## src/rtl/fwd_pkg.sv

```systemverilog
package fwd_pkg;

  // Width of a register number; 32 architectural registers by default
  localparam int REG_ADDR_W = 5;
  // Number of ALU operands that need a select
  localparam int NUM_SRC = 2;

  // Operand source selection codes
  typedef enum logic [1:0] {
    SEL_REGFILE = 2'b00,
    SEL_WBACK   = 2'b01,
    SEL_MEMSTG  = 2'b10
  } fwdSel_e;

  // Match strobes handed from the comparator datapath to the select control
  typedef struct packed {
    logic [NUM_SRC-1:0] memHit;
    logic [NUM_SRC-1:0] wbHit;
  } fwdStrobes_t;

endpackage

```

## src/rtl/fwd_match_dp.sv

```systemverilog
module fwd_match_dp
  import fwd_pkg::*;
#(
  parameter int ADDR_W = REG_ADDR_W
) (
  input  logic [ADDR_W-1:0] exRsIdx,
  input  logic [ADDR_W-1:0] exRtIdx,
  input  logic [ADDR_W-1:0] memRdIdx,
  input  logic              memRegWrite,
  input  logic [ADDR_W-1:0] wbRdIdx,
  input  logic              wbRegWrite,
  output fwdStrobes_t       strobes
);

  localparam logic [ADDR_W-1:0] ZERO_REG = '0;

  logic [ADDR_W-1:0] srcIdx [NUM_SRC];
  logic              memWriterLive;
  logic              wbWriterLive;

  // A writer counts only if it writes and its target is not the zero register
  assign memWriterLive = memRegWrite && (memRdIdx != ZERO_REG);
  assign wbWriterLive  = wbRegWrite  && (wbRdIdx  != ZERO_REG);

  assign srcIdx[0] = exRsIdx;
  assign srcIdx[1] = exRtIdx;

  for (genvar s = 0; s < NUM_SRC; s++) begin : g_cmp
    assign strobes.memHit[s] = memWriterLive && (memRdIdx == srcIdx[s]);
    assign strobes.wbHit[s]  = wbWriterLive  && (wbRdIdx  == srcIdx[s]);
  end

endmodule

```

## src/rtl/fwd_sel_ctl.sv

```systemverilog
module fwd_sel_ctl
  import fwd_pkg::*;
(
  input  fwdStrobes_t strobes,
  output fwdSel_e     srcSel [NUM_SRC]
);

  // Younger producer (memory stage) outranks the older one (write-back)
  for (genvar s = 0; s < NUM_SRC; s++) begin : g_pri
    always_comb begin
      if (strobes.memHit[s])
        srcSel[s] = SEL_MEMSTG;
      else if (strobes.wbHit[s])
        srcSel[s] = SEL_WBACK;
      else
        srcSel[s] = SEL_REGFILE;
    end
  end

endmodule

```

## src/rtl/fwd_unit.sv

```systemverilog
module fwd_unit
  import fwd_pkg::*;
#(
  parameter int ADDR_W = REG_ADDR_W
) (
  input  logic [ADDR_W-1:0] exRsIdx,
  input  logic [ADDR_W-1:0] exRtIdx,
  input  logic [ADDR_W-1:0] memRdIdx,
  input  logic              memRegWrite,
  input  logic [ADDR_W-1:0] wbRdIdx,
  input  logic              wbRegWrite,
  output logic [1:0]        forwardA,
  output logic [1:0]        forwardB
);

  fwdStrobes_t strobes;
  fwdSel_e     srcSel [NUM_SRC];

  fwd_match_dp #(.ADDR_W(ADDR_W)) u_dp (
    .exRsIdx    (exRsIdx),
    .exRtIdx    (exRtIdx),
    .memRdIdx   (memRdIdx),
    .memRegWrite(memRegWrite),
    .wbRdIdx    (wbRdIdx),
    .wbRegWrite (wbRegWrite),
    .strobes    (strobes)
  );

  fwd_sel_ctl u_ctl (
    .strobes(strobes),
    .srcSel (srcSel)
  );

  assign forwardA = srcSel[0];
  assign forwardB = srcSel[1];

endmodule

```

## config.mk

```make
export PLATFORM = sky130hd
export DESIGN_NAME = fwd_unit
export DESIGN_NICKNAME = d
export VERILOG_FILES = /design/src/rtl/fwd_pkg.sv /design/src/rtl/fwd_match_dp.sv /design/src/rtl/fwd_sel_ctl.sv /design/src/rtl/fwd_unit.sv
export SDC_FILE = /design/constraint.sdc
export NUM_CORES = 1
export LEC_CHECK = 0
export ABC_CLOCK_PERIOD_IN_PS = 1730
export CORE_AREA = 2 2 39 41
export DETAILED_ROUTE_END_ITERATION = 8
export DIE_AREA = 0 0 41 43
export DONT_BUFFER_PORTS = 1
export MAX_ROUTING_LAYER = met4
export PLACE_DENSITY = 0.3
export SYNTH_ARGS = -nofsm -noshare
export SYNTH_HDL_FRONTEND = slang
export SYNTH_SLANG_ARGS = --single-unit
```

## constraint.sdc

```tcl
create_clock -name vclk -period 1.73
set_input_delay 0.346 -clock vclk [all_inputs]
set_output_delay 0.346 -clock vclk [all_outputs]
set_load 0.02 [all_outputs]
```

==> flow_summary.rst, run 1 <==
.. list-table::
   :header-rows: 1

   * - Metric
     - Value
   * - Run status
     - finished, violations left
   * - Violations in the final reports
     - negative setup slack
   * - Hold Buf Count CTS
     - 0
   * - Synthesized netlist net count
     - 56
   * - Max-capacitance violation count
     - 0
   * - Internal portion of total power
     - 0.00004144 W
   * - Initial standard-cell utilization of the core
     - 0.1953
   * - Sequential share of the synthesized area
     - 0
   * - Simple-gate portion of the synthesized area
     - 0.3194
   * - Cell count after synthesis
     - 34
   * - Buffers added on ports
     - 0
   * - Placer's final routability congestion estimate
     - 0.6774
   * - Clock share of power
     - 0
   * - Commonest non-fill, non-tap cells in the layout
     - sky130_fd_sc_hd__xnor2_1 (16), sky130_fd_sc_hd__buf_4 (6), sky130_fd_sc_hd__xor2_1 (4)
   * - Detailed-route DRC error count
     - 0
   * - Antenna-violating nets left
     - 0
   * - Biggest fanout along the worst timing path
     - 3
   * - YS warnings
     - 0
   * - Psw
     - 0.00003134 W
   * - Leakage power
     - about 0.11 nW
   * - Setup repair after global routing missed its margin
     - yes
   * - Share of post-route cells with drive strength above 1
     - 0.3171
   * - Fin. Hold Viols
     - 0
   * - Final net count
     - 65
   * - Initial antenna violation count
     - 0
   * - Area of the die
     - 0.001763 mm2
   * - Number of iterations in the first detailed-routing pass
     - 2
   * - N_diodes
     - 0
   * - Post-Syn Area
     - 270.3 um2
   * - Switching Share
     - 0.4306
   * - Slew HR
     - 0.7245
   * - Category of the worst setup path capture point
     - output pin
   * - Endpoint arrival time on the critical path
     - ~1.5 ns
   * - Maximum number of pins on one net before global-route repair
     - 4
   * - Average wire per standard cell
     - ~16 um
   * - Total area of sequential cells
     - 0 um2
   * - Core footprint
     - 0.001384 mm2
   * - Proportion of synthesized area in mux cells
     - 0
   * - Die extent in y
     - between 40 and 50 um
   * - Wire length of the first global-routing pass
     - about 1.3 mm
   * - Overall via count from detail_route
     - between 200 and 300
   * - Combinational power share
     - 1.000
   * - Area growth, synth to finish
     - 46.76%
   * - Clock buffer count in the final layout
     - 0
   * - Maximum clock frequency
     - about 0.53 GHz
   * - Shortest period the worst path allows
     - roughly 1.9 ns
   * - Class of the most critical setup path
     - in2out
   * - Number of design-rule violations left by the first detailed-router iteration
     - 1
   * - Total congestion overflow
     - 0
   * - Path type of the worst min-delay path
     - in2out
   * - Count of different cell masters after synthesis
     - 10
   * - Largest family of logic cells by synthesized area
     - XOR/XNOR gates
   * - Vias in the first global route
     - around 330
   * - Hold path startpoint
     - wbRegWrite
   * - Average vias per placed instance
     - just under 5
   * - Worst voltage drop across the vdd grid
     - approximately 0.000052 V
   * - Pwr/cell area
     - 183.5 mW/mm2
   * - Mean post-synth cell area
     - just under 8 um2
   * - Reg power frac
     - 0
   * - Fraction of the mapped netlist area in adder cells
     - 0
   * - Transition at the pin with the smallest max-transition slack
     - 0.4099 ns
   * - Combined global-route utilization of all metal layers
     - 0.1105
   * - Dpl ws
     - -0.1475 ns
   * - Die span in x
     - between 40 and 50 um
   * - Sort of element at the start of the critical path
     - input pin
   * - Ratio of final minimum period to clock period
     - 1.092
   * - Final slew viol count
     - 0
   * - Final wirelength
     - just over 900 um
   * - Area share of xor/xnor cells in the synthesized design
     - 0.6481
   * - Minimum hold slack
     - between 0.9 and 1 ns
   * - Worst Setup Slack, final
     - -0.1588 ns
   * - Startpoint of the most critical setup path
     - memRdIdx[4]
   * - Std-Cell Rows
     - 14
   * - I/O pins
     - 26
   * - Commonest non-fill, non-tap cell in the layout
     - sky130_fd_sc_hd__xnor2_1
   * - Required time of the critical path
     - around 1.4 ns
   * - Final Setup Violations
     - 3
   * - Post-synthesis compound-gate area fraction
     - 0.03241
   * - Number of sequential cells in the layout
     - 0
[layout make-up]
cell class	count	area (um2)
well taps	16	20.02
multi-input cells	34	320.3
repair buffers	7	56.30
fillers	155	987.2
[kinds of logic (layout without fill, tap and decap cells)]
| logic type | Yosys count | count (layout) |
|---|---|---|
| xor+xnor | 20 | 20 |
| simple gates | 13 | 13 |
| compound gates | 1 | 1 |
| buf+inv | 0 | 7 |
[per-layer routing]
layer / GRT usage / vias up / wire (um)
li1: - / 135 / -
met5: - / - / 0
met3: 0.03141 / 0 / 180
met2: 0.1813 / 21 / 423
met1: 0.1392 / 124 / 306
met4: 0 / 0 / 0
[synthesized netlist by cell type]
cell,count,area share
sky130_fd_sc_hd__xnor2_1,16,0.52
sky130_fd_sc_hd__xor2_1,4,0.13
sky130_fd_sc_hd__nand2_1,2,0.028
sky130_fd_sc_hd__nand3_1,2,0.037
sky130_fd_sc_hd__nand4_1,2,0.046
sky130_fd_sc_hd__nor4_1,2,0.046
sky130_fd_sc_hd__nor4_2,2,0.093
sky130_fd_sc_hd__or4_1,2,0.056
sky130_fd_sc_hd__nor2_1,1,0.014
sky130_fd_sc_hd__o21ai_2,1,0.032
[worst max-delay path, cell delays in order]
cell	delay, ns
sky130_fd_sc_hd__or4_4	0.53
sky130_fd_sc_hd__o21ai_4	0.19
sky130_fd_sc_hd__nor4_2	0.10
sky130_fd_sc_hd__nor4_4	0.20
sky130_fd_sc_hd__buf_4	0.17
[power by group through the flow]
| stage | Sequential, W | Clock (W) | Combinational, W |
|---|---|---|---|
| 2_1_floorplan | 0 | 0 | 0.0000580 |
| 3_3_place_gp | 0 | 0 | 0.0000681 |
| 3_5_place_dp | 0 | 0 | 0.0000679 |
| 4_1_cts | 0 | 0 | 0.0000736 |
| 5_1_grt | 0 | 0 | 0.0000798 |
| 6_report | 0 | 0 | 0.0000728 |
[final timing paths]
| kind | endpoint | slack, ns | depth (start not counted) |
|---|---|---|---|
| min | forwardA[0] | 0.97 | 3 |
| max | forwardA[0] | -0.16 | 5 |
[metrics by stage]
stage	setup TNS (ns)	power (W)	instances	area [um2]	utilization
final	-0.3256	0.00007279	57	396.6	0.2866
after global routing	-0.4630	0.00007976	57	396.6	0.2866
after CTS	-0.3176	0.00007359	57	396.6	0.2866
after detailed placement	-0.3287	0.00006792	57	372.9	0.2694
after global placement	-0.3374	0.00006813	57	372.9	0.2694
after floorplan	-0.2618	0.00005800	34	300.3	-
[what timing repair did]
| action | in CTS | in global routing |
|---|---|---|
| setup buffers | 0 | 1 |
| gates resized for setup | 4 | 0 |
| setup endpoints to repair | 3 | 3 |
Note: power is estimated with default switching activity, not from simulation.
==> run 2: changes to the inputs <==
ABC_AREA = 1   (was default)
PLACE_DENSITY = 0.37   (was 0.3)
SETUP_SLACK_MARGIN = 0.05   (was default)
==> flow_summary.rst, run 2 <==
.. list-table::
   :header-rows: 1

   * - Metric
     - Value
   * - Run status
     - finished clean
   * - Area share of xor/xnor cells in the synthesized design
     - 0.2381
   * - Placed cells
     - 97
   * - Cell count after synthesis
     - slightly below 80
   * - Endpoint arrival time on the critical path
     - 1.04 ns
   * - Initial antenna violation count
     - 0
   * - Path type of the worst min-delay path
     - in2out
   * - Average wire per standard cell
     - around 9.6 um
   * - Final std cells w/o fill
     - slightly below 100
   * - Commonest non-fill, non-tap cells in the layout
     - sky130_fd_sc_hd__nand2_1 (31), sky130_fd_sc_hd__inv_1 (14), sky130_fd_sc_hd__nor2_1 (12)
   * - Crit path cell chain
     - or2_0, o21ai_2, nor2_1, nor2_2
   * - N_diodes
     - 0
   * - Clock buffer count in the final layout
     - 0
   * - Crit-path slowest cell
     - sky130_fd_sc_hd__or2_0
   * - Detailed-route DRC error count
     - 0
   * - Final sum of negative setup slack
     - 0 ns
   * - Final standard cell utilization of the core
     - 0.2911
   * - Sort of element at the start of the critical path
     - input pin
   * - Post-synthesis compound-gate area fraction
     - 0.03741
   * - Number of sequential cells in the layout
     - 0
   * - Fin. Hold Viols
     - 0
   * - Transition at the pin with the smallest max-transition slack
     - approximately 0.24 ns
   * - Vias in the first global route
     - between 300 and 400
   * - Die extent in y
     - 43 um
   * - Initial standard-cell utilization of the core
     - 0.2658
   * - Core footprint
     - approximately 0.0014 mm2
   * - Required time of the critical path
     - approximately 1.4 ns
   * - Share of post-route cells with drive strength above 1
     - 0.07407
   * - Max-capacitance violation count
     - 0
   * - Post-Syn Area
     - between 300 and 400 um2
   * - Resize count post-CTS
     - 0
   * - Most used standard cells in the synthesized netlist
     - sky130_fd_sc_hd__nand2_1 (31), sky130_fd_sc_hd__inv_1 (14), sky130_fd_sc_hd__nor2_1 (12)
   * - Sequential share of the synthesized area
     - 0
   * - Synthesized netlist net count
     - 101
   * - Total congestion overflow
     - 0
   * - Ratio of final minimum period to clock period
     - 0.8004
   * - Design Power
     - approximately 0.000071 W
   * - Area growth, synth to finish
     - 9.524%
   * - Biggest fanout along the worst timing path
     - 3
   * - Number of iterations in the first detailed-routing pass
     - 1
   * - Average vias per placed instance
     - roughly 4.3
   * - Final wirelength
     - 929 um
   * - Buffer count from post-CTS setup fixing
     - 0
   * - I/O pins
     - 26
   * - Area leader, netlist
     - sky130_fd_sc_hd__nand2_1
   * - Std-Cell Rows
     - 14
   * - Pwr/cell area
     - between 150 and 200 mW/mm2
   * - Placer's final routability congestion estimate
     - about 0.8
   * - Shortest period the worst path allows
     - ~1.4 ns
   * - Overall via count from detail_route
     - 414
   * - Class of the most critical setup path
     - in2out
   * - Maximum number of pins on one net before global-route repair
     - 5
   * - Final slew viol count
     - 0
   * - Mean post-synth cell area
     - approximately 4.7 um2
   * - Combined global-route utilization of all metal layers
     - 0.1218
   * - Total area of sequential cells
     - 0 um2
   * - Buffers added on ports
     - 0
   * - Share of the synthesized area in the top cell type
     - 0.3163
   * - Post-DP HPWL
     - roughly 880 um
   * - Wire length of the first global-routing pass
     - 1.524 mm
   * - Top post-synthesis cells by area
     - sky130_fd_sc_hd__nand2_1 (32%), sky130_fd_sc_hd__inv_1 (14%), sky130_fd_sc_hd__xnor2_1 (14%)
   * - Count of different cell masters after synthesis
     - 11
   * - Antenna-violating nets left
     - 0
   * - Maximum clock frequency
     - between 0.7 and 0.8 GHz
   * - Commonest non-fill, non-tap cell in the layout
     - sky130_fd_sc_hd__nand2_1
   * - Proportion of synthesized area in mux cells
     - 0
   * - Simple-gate portion of the synthesized area
     - 0.5714
   * - Fraction of the mapped netlist area in adder cells
     - 0
   * - Area of the die
     - about 0.0018 mm2
   * - Final Setup Violations
     - 0
   * - Slew HR
     - 0.8367
   * - Final net count
     - 105
   * - Leakage power
     - around 0.24 nW
   * - Hold Buf Count CTS
     - 0
   * - Most frequent cell after synthesis
     - sky130_fd_sc_hd__nand2_1
   * - Largest family of logic cells by synthesized area
     - simple AND/OR/NAND/NOR gates
   * - Die span in x
     - ~40 um
   * - Worst voltage drop across the vdd grid
     - 0.00005521 V
   * - Slowest Stage Delay on Critical Path
     - about 0.22 ns
   * - Category of the worst setup path capture point
     - output pin
   * - YS warnings
     - 0
   * - Setup repair after global routing missed its margin
     - no
   * - Number of design-rule violations left by the first detailed-router iteration
     - 0
==> run 2: cell count changes after synthesis, moves of 4 or more <==
cell and change:
sky130_fd_sc_hd__nand2_1 +29, sky130_fd_sc_hd__nand3_1 +4, sky130_fd_sc_hd__inv_1 +14, sky130_fd_sc_hd__xnor2_1 -10, sky130_fd_sc_hd__nor2_1 +11
==> run 2: power by group <==
group	total, W	internal, W	switching [W]
registers	0	0	0
clock network	0	0	0
logic	0.0000706	0.0000345	0.0000361
total	0.0000706	0.0000345	0.0000361
==> run 2: layout make-up <==
cell class	count	area [um2]
Fill cell	183	980.9
Timing Repair Buffer	2	15.01
Tap cell	16	20.02
Inverter	15	56.30
Multi-Input combinational cell	64	311.5
==> run 2: cell families after synthesis <==
group	after synthesis
buf+inv	15
compound gates	2
xor+xnor	10
simple gates	52
==> run 2: final timing paths <==
path,slack (ns),startpoint,cells after the start,to
worst max-delay path,0.35,memRdIdx[4],4,forwardB[0]
worst min-delay path,0.93,wbRegWrite,4,forwardB[0]
==> run 2: stage by stage <==
stage	hold slack (ns)	worst slack, ns	area, um2
after floorplan	0.8412	0.2722	367.9
after global placement	0.9366	0.3250	402.9
after detailed placement	0.9338	0.3334	402.9
after CTS	0.9359	0.3277	402.9
after global routing	0.9736	0.2532	402.9
final	0.9336	0.3453	402.9
==> run 2: worst max-delay path: cells and delay by family <==
kind	cells	cell delay, ns
AND/OR/NAND/NOR	3	0.52
AO/OA/AOI/OAI	1	0.17
==> run 2: metal layers <==
layer  GRT usage  part of all wire  wire length (um)
met5           -                 0                 0
met1      0.1709              0.42               393
met4           0                 0                 0
met2      0.1906              0.47               437
met3     0.02094              0.11                99
